[src/rtl/xbc_pkg.sv]
package xbc_pkg;

  // Width of one divider field; the divider word carries one field per chip select.
  localparam int unsigned XBC_DIV_W    = 16;
  localparam int unsigned XBC_CS_COUNT = 2;

  // Phase sequencer states.
  typedef enum logic [1:0] {
    PH_IDLE = 2'd0,
    PH_HIGH = 2'd1,
    PH_LOW  = 2'd2,
    PH_BYP  = 2'd3
  } xbc_phase_e;

endpackage

[src/rtl/xbc_div_select.sv]
module xbc_div_select
  import xbc_pkg::*;
#(
  parameter int unsigned DIV_W    = XBC_DIV_W,
  parameter int unsigned CS_COUNT = XBC_CS_COUNT,
  localparam int unsigned CS_W    = (CS_COUNT > 1) ? $clog2(CS_COUNT) : 1,
  localparam int unsigned WORD_W  = DIV_W * CS_COUNT
) (
  input  logic [WORD_W-1:0] div_word,
  input  logic              dual_rate_en,
  input  logic [CS_W-1:0]   cs_sel,
  output logic [DIV_W-1:0]  div_eff
);

  logic [DIV_W-1:0] field [CS_COUNT];

  // Slice the divider word into one field per chip select.
  for (genvar g = 0; g < CS_COUNT; g++) begin : g_field
    assign field[g] = div_word[g*DIV_W +: DIV_W];
  end

  logic [CS_W-1:0] pick;

  always_comb begin
    pick = '0;
    if (dual_rate_en && (int'(cs_sel) < CS_COUNT)) begin
      pick = cs_sel;
    end
    div_eff = field[pick];
  end

endmodule

[src/rtl/xbc_phase_gen.sv]
module xbc_phase_gen
  import xbc_pkg::*;
#(
  parameter int unsigned DIV_W = XBC_DIV_W,
  localparam int unsigned CNT_W = DIV_W - 1
) (
  input  logic             clk,
  input  logic             rst_n,
  input  logic [DIV_W-1:0] div_eff,
  input  logic             run_req,
  output logic             ifclk_o,
  output logic             rise_o,
  output logic             fall_o
);

  xbc_phase_e       state_q, state_d;
  logic [CNT_W-1:0] cnt_q, cnt_d;
  logic [CNT_W-1:0] lim_q, lim_d;
  logic             ifclk_q, ifclk_d;
  logic             rise_q, rise_d;
  logic             fall_q, fall_d;
  logic             lim_en;
  logic             at_lim;
  logic             boundary;

  // Next-state logic.
  always_comb begin
    state_d  = state_q;
    cnt_d    = cnt_q;
    lim_d    = lim_q;
    rise_d   = 1'b0;
    fall_d   = 1'b0;
    lim_en   = 1'b0;
    at_lim   = (cnt_q == lim_q);
    boundary = (state_q == PH_IDLE) || (state_q == PH_BYP) ||
               ((state_q == PH_LOW) && at_lim);

    if (boundary) begin
      cnt_d = '0;
      if (!run_req) begin
        state_d = PH_IDLE;
      end else if (div_eff == '0) begin
        state_d = PH_BYP;
        rise_d  = 1'b1;
        fall_d  = 1'b1;
      end else begin
        state_d = PH_HIGH;
        lim_en  = 1'b1;
        lim_d   = div_eff[DIV_W-1:1];
        rise_d  = 1'b1;
      end
    end else if ((state_q == PH_HIGH) && at_lim) begin
      state_d = PH_LOW;
      cnt_d   = '0;
      fall_d  = 1'b1;
    end else begin
      cnt_d = cnt_q + 1'b1;
    end

    ifclk_d = (state_d == PH_HIGH) || (state_d == PH_BYP);
  end

  // State registers.
  always_ff @(posedge clk or negedge rst_n) begin
    if (!rst_n) begin
      state_q <= PH_IDLE;
      cnt_q   <= '0;
      ifclk_q <= 1'b0;
      rise_q  <= 1'b0;
      fall_q  <= 1'b0;
    end else begin
      state_q <= state_d;
      cnt_q   <= cnt_d;
      ifclk_q <= ifclk_d;
      rise_q  <= rise_d;
      fall_q  <= fall_d;
    end
  end

  // Half-period limit, loaded only when a divided period starts.
  always_ff @(posedge clk or negedge rst_n) begin
    if (!rst_n) begin
      lim_q <= '0;
    end else if (lim_en) begin
      lim_q <= lim_d;
    end
  end

  assign ifclk_o = ifclk_q;
  assign rise_o  = rise_q;
  assign fall_o  = fall_q;

endmodule

[src/rtl/xbc_clkgen.sv]
module xbc_clkgen
  import xbc_pkg::*;
#(
  parameter int unsigned DIV_W = XBC_DIV_W,
  localparam int unsigned WORD_W = 2 * DIV_W
) (
  input  logic              clk,
  input  logic              rst_n,
  input  logic [WORD_W-1:0] div_word,
  input  logic              dual_rate_en,
  input  logic              cs_sel,
  input  logic              gate_en,
  input  logic              xfer_pending,
  output logic              ifclk_out,
  output logic              rise_stb,
  output logic              fall_stb
);

  // Reset: asserted asynchronously, released on a clock edge.
  logic rst_meta_q;
  logic rst_sync_n;

  always_ff @(posedge clk or negedge rst_n) begin
    if (!rst_n) begin
      rst_meta_q <= 1'b0;
      rst_sync_n <= 1'b0;
    end else begin
      rst_meta_q <= 1'b1;
      rst_sync_n <= rst_meta_q;
    end
  end

  logic [DIV_W-1:0] div_eff;
  logic             run_req;

  assign run_req = !gate_en || xfer_pending;

  xbc_div_select #(
    .DIV_W    (DIV_W),
    .CS_COUNT (2)
  ) u_sel (
    .div_word     (div_word),
    .dual_rate_en (dual_rate_en),
    .cs_sel       (cs_sel),
    .div_eff      (div_eff)
  );

  xbc_phase_gen #(
    .DIV_W (DIV_W)
  ) u_phase (
    .clk     (clk),
    .rst_n   (rst_sync_n),
    .div_eff (div_eff),
    .run_req (run_req),
    .ifclk_o (ifclk_out),
    .rise_o  (rise_stb),
    .fall_o  (fall_stb)
  );

endmodule

[config.mk]
export PLATFORM = sky130hd
export DESIGN_NAME = xbc_clkgen
export DESIGN_NICKNAME = d
export VERILOG_FILES = /design/src/rtl/xbc_pkg.sv /design/src/rtl/xbc_div_select.sv /design/src/rtl/xbc_phase_gen.sv /design/src/rtl/xbc_clkgen.sv
export SDC_FILE = /design/constraint.sdc
export NUM_CORES = 1
export LEC_CHECK = 0
export BUFFER_PORTS_ARGS = -buffer_cell sky130_fd_sc_hd__buf_2
export CORE_MARGIN = 2
export CORE_UTILIZATION = 52
export DETAILED_ROUTE_END_ITERATION = 10
export GPL_TIMING_DRIVEN = 0
export PLACE_DENSITY = 0.75
export SLEW_MARGIN = 0
export SYNTH_ARGS = -nofsm -noshare
export SYNTH_HDL_FRONTEND = slang
export SYNTH_HIERARCHICAL = 1
export SYNTH_SLANG_ARGS = --single-unit
[constraint.sdc]
create_clock -name clk -period 1.26 [get_ports clk]
set_input_delay 0.189 -clock clk [delete_from_list [all_inputs] [get_ports clk]]
set_output_delay 0.189 -clock clk [all_outputs]
set_load 0.005 [all_outputs]
==> results.md <==
Yosys:
- Sequential cells were found to cover between 40% and 50% of the synthesized design area.
- The netlist uses 27 different library cells.
- Summing the areas of all fa, ha and maj instances in the mapped netlist gives 1.89% of the synthesized area.
- By area, the combinational part of the netlist is dominated by multiplexers.
- For this run, the number of Yosys warnings is 6.
- Counting flops and latches in the post-synthesis netlist gives 36.
- Summing the areas of all and, or, nand and nor instances in the mapped netlist gives 13.7% of the synthesized area.
- The synthesized netlist devotes 2.83% of its cell area to compound gates.
- When the netlist entered floorplanning its net count stood at 207.
- The synthesized netlist occupies a cell area of approximately 2000 um2.
- The synthesized netlist devotes 12.3% of its cell area to XOR and XNOR gates.
- The synthesized area per cell is 12.0 um2.
- In the synthesized netlist, mux cells make up a little over a fifth of the area.
- After technology mapping, the gate count stands at 166.

Clocking:
- The maximum clock path buffer count is 2.
- After clock tree synthesis, the clock-pin slew on the worst setup and hold paths is 0.06 ns.
- TritonCTS built the clock tree.
- The later pin in the worst-skew pair is clocked with a latency of 0.30 ns.
- The root buffer cell chosen for the clock tree is clkbuf_8.
- The number of sinks on the clock net is 36.
- The number of clock buffers added by TritonCTS is 5.
- The H-tree level count is 2.

Routing:
- The number of DRC violations after detailed routing is 0.
- The first TritonRoute pass finished after 4 iterations.
- Across all layers, the routed design uses 1,638 vias.
- The first-iteration detailed-routing DRC count is between 80 and 90.
- The average routed wire per standard cell is between 20 and 25 um.
- The wire length reported by the detailed router is about 5900 um.
- The count of nets left with antenna violations once routing finished came out at 0.
- Using the TritonRoute via totals, the vias-per-cell ratio works out to ~5.6.

Power and ir drop:
- Internal power comes to 3800 uW.
- The switching power of the nets is 2220 uW.
- Per report_power, the sequential group accounts for between 30% and 40% of the total.
- The maximum ir drop on the vdd rail is 1.14 mV.
- Total power for the finished layout comes to 6020 uW.
- The relative contribution of combinational cells to total power is 54.9%.
- The switching part of the total power is 36.9%.
- The power density normalized to cell area is 2100 nW/um2.
- The proportion of power drawn by the clock network is 12.9%.
- The leakage power of the design is 0.00133 uW.

Critical path:
- The type of the worst setup path is reg2reg.
- The startpoint identified for the worst register-to-register timing path is u_phase/lim_q[3]$_DFFE_PN0P_.
- Data on the critical path arrives at its endpoint at 2.29 ns.
- For this run, the slowest stage of the critical path takes 0.42 ns.
- The capturing point of the worst reg2reg path is u_phase/lim_q[12]$_DFFE_PN0P_.
- The required time at the worst-slack endpoint is 1.43 ns.
- In this run the worst path has a maximum fanout of 5.
- STA classifies the critical path endpoint as a register.
- Traced cell by cell, the critical path runs through xnor2_2, nand4_1, nor4_4, o211ai_4, clkbuf_16, mux2_4.
- The nature of the critical path startpoint is a register.
- Counting cells, the worst reg-to-reg path comes to 6.
- Setup slack on the worst reg-to-reg path comes out at -0.85 ns.
- The cell with the largest stage delay on the worst path is dfrtp_1.

GRT:
- The first global-routing pass estimated between 8000 and 9000 um of wire.
- The number of antenna violations at the first check in global routing is 0.
- The overall routing resource usage is 26.2%.
- The via count of the first global-routing pass is ~1.7k.
- The global route total overflow is 0.
- The maximum number of pins on one net before global-route repair is 35.

Timing:
- Dividing the final minimum period by the clock period gives 168%.
- Subtracting the final worst setup slack from the clock period gives 2.11 ns.
- After routing, the total negative slack on setup checks comes to -26.87 ns.
- The total count of hold-check failures in the final report was 0.
- The relative max-transition margin is between 50% and 60%.
- The transition time at the pin with the least slew margin is 0.718 ns.
- Once routing completed, OpenROAD measured the worst setup slack at -0.855 ns.
- The tightest hold margin is 0.242 ns.
- The total count of max-transition violations in the final report came to 0.
- The clock arrives with about 0.010 ns of skew.
- The maximum operating frequency is roughly 470 MHz.
- Setup repair after global routing could not meet its margin everywhere.
- Setup violations remaining at the end of the flow were counted as 34.

Place:
- OpenSTA, run right after detailed placement, puts the worst setup slack at -1.17 ns.
- The HPWL after detailed placement is 3000 um.
- Counting tap cells, the placed design contains a total of 254 instances.
- The global placer's final weighted congestion is ~0.78.
- The number of port buffers is 40.

Floorplanning:
- The die height is 65.8 um.
- For this design the top-level I/O count stands at 41.
- The core area is 3660 um2.
- Measured along the x axis, the die boundary spans between 60 and 70 um.
- The floorplan die area is approximately 4300 um2.
- The initial utilization of the core area, before any placement, comes to 54.3%.
- After floorplanning, the core was divided into 22 placement rows.

Final layout:
- The layout filler cell count is 179.
- The final instance count without filler cells is 290.
- For this run, the post-layout net count is 283.
- In the layout the commonest cells are buf_2 (38), dfrtp_1 (29), mux2_4 (25).
- The fraction of final layout cells with drive strength greater than 1 is 61.6%.
- The library cell used most frequently in the layout, excluding fill and tap cells, is buf_2.
- The area growth from synthesis to layout is 44.1%.
- The repair_antennas step left the layout with diodes totalling 0.

Run status:
- The final reports fail on setup timing.
- The run finished, with violations left.

Hold path:
- The min-delay analysis places its worst path in the category in2async.

Job:
- The tool flagged a number of max-cap violations equal to 0.
## sequential cells by signal, indices dropped and copies added (netlist names)
| register | count |
|---|---|
| u_phase/cnt_q | 15 |
| u_phase/lim_q | 15 |
| u_phase/state_q | 2 |
| rst_meta_q | 1 |
| rst_sync_n | 1 |
| u_phase/fall_o | 1 |
| u_phase/rise_o | 1 |
## area by class of cell
cell class	instances	area, um2	area share, %
timing repair buffer	69	493	17.2
tap	48	60.1	2.10
buffer	3	46.3	1.62
clock inverter	1	5.00	0.175
multi-input combinational	123	1260	44.1
sequential	36	910	31.8
clock buffer	6	72.6	2.53
inverter	4	15.0	0.524
## metal layers
metal,up-vias,part of all wire [%],track usage (%)
li1,727,-,-
met1,812,39,28.5
met2,81,52,49.1
met3,18,5.4,4.43
met4,0,3.5,12.0
met5,-,0,0
## per-stage QoR
stage | cell area (um2) | util (%)
3_5_place_dp | 2270 | 61.9
3_3_place_gp | 2270 | 61.9
2_1_floorplan | 2010 | -
6_report | 2860 | 78.2
4_1_cts | 2750 | 75.0
5_1_grt | 2860 | 78.2
## what timing repair did
action | CTS | global route
setup buffers | 19 | 7
endpoints found under the setup margin | 68 | 34
hold endpoints to repair | 2 | 0
pin swaps | 13 | 15
cloned | 3 | 0
resized for setup | 46 | 20
hold buffers | 1 | 0
## power by group through the flow
stage	combinational [uW]	sequential [uW]	clock [uW]
after CTS	2930	1870	760
final	3300	1940	774
after global routing	3430	1970	814
after floorplan	1670	1760	0
after detailed placement	2010	1860	0
after global placement	1910	1830	0
## cells by family (layout without fill, tap and decap cells)
logic type	count (synthesis)	after routing
simple gates	54	54
flops	36	36
mux	31	31
xor+xnor	28	28
buf+inv	7	83
compound gates	6	6
fa+ha+maj	3	3
other cells	1	1
## worst max path at each step
stage / start / end / cells past startpoint
after detailed placement: dual_rate_en / u_phase/lim_q[9]$_DFFE_PN0P_ / 9
after CTS: u_phase/cnt_q[9]$_DFF_PN0_ / u_phase/lim_q[10]$_DFFE_PN0P_ / 6
after global placement: dual_rate_en / u_phase/lim_q[13]$_DFFE_PN0P_ / 9
after floorplan: dual_rate_en / u_phase/lim_q[10]$_DFFE_PN0P_ / 8
final: u_phase/lim_q[3]$_DFFE_PN0P_ / u_phase/lim_q[12]$_DFFE_PN0P_ / 6
after global routing: u_phase/lim_q[3]$_DFFE_PN0P_ / u_phase/lim_q[12]$_DFFE_PN0P_ / 6
## worst max-delay path, delay by kind of cell, from the launching register on
family	cells	cell delay [ns]
buffers and inverters	1	0.20
AND/OR/NAND/NOR	2	0.67
AO/OA/AOI/OAI	1	0.18
XOR/XNOR	1	0.23
multiplexers	1	0.30
flip-flops	1	0.42
## synthesized netlist by cell type (all sizes together)
| library cell | instances | area (um2) |
|---|---|---|
| a21oi | 1 | 5.00 |
| and3 | 3 | 18.8 |
| buf | 3 | 33.8 |
| conb | 1 | 3.75 |
| dfrtp | 36 | 901 |
| ha | 3 | 37.5 |
| inv | 4 | 15.0 |
| mux2 | 31 | 424 |
| nand2 | 7 | 28.8 |
| nand2b | 1 | 6.26 |
| nand3 | 5 | 25.0 |
| nand4 | 7 | 43.8 |
| nor2 | 22 | 82.6 |
| nor3 | 2 | 10.0 |
| nor3b | 1 | 7.51 |
| nor4 | 5 | 37.5 |
| o211ai | 1 | 12.5 |
| o21ai | 1 | 5.00 |
| o21bai | 1 | 18.8 |
| o22a | 1 | 8.76 |
| o22ai | 1 | 6.26 |
| or4 | 1 | 11.3 |
| xnor2 | 21 | 184 |
| xor2 | 7 | 61.3 |
Power figures use the tool's default switching activity.
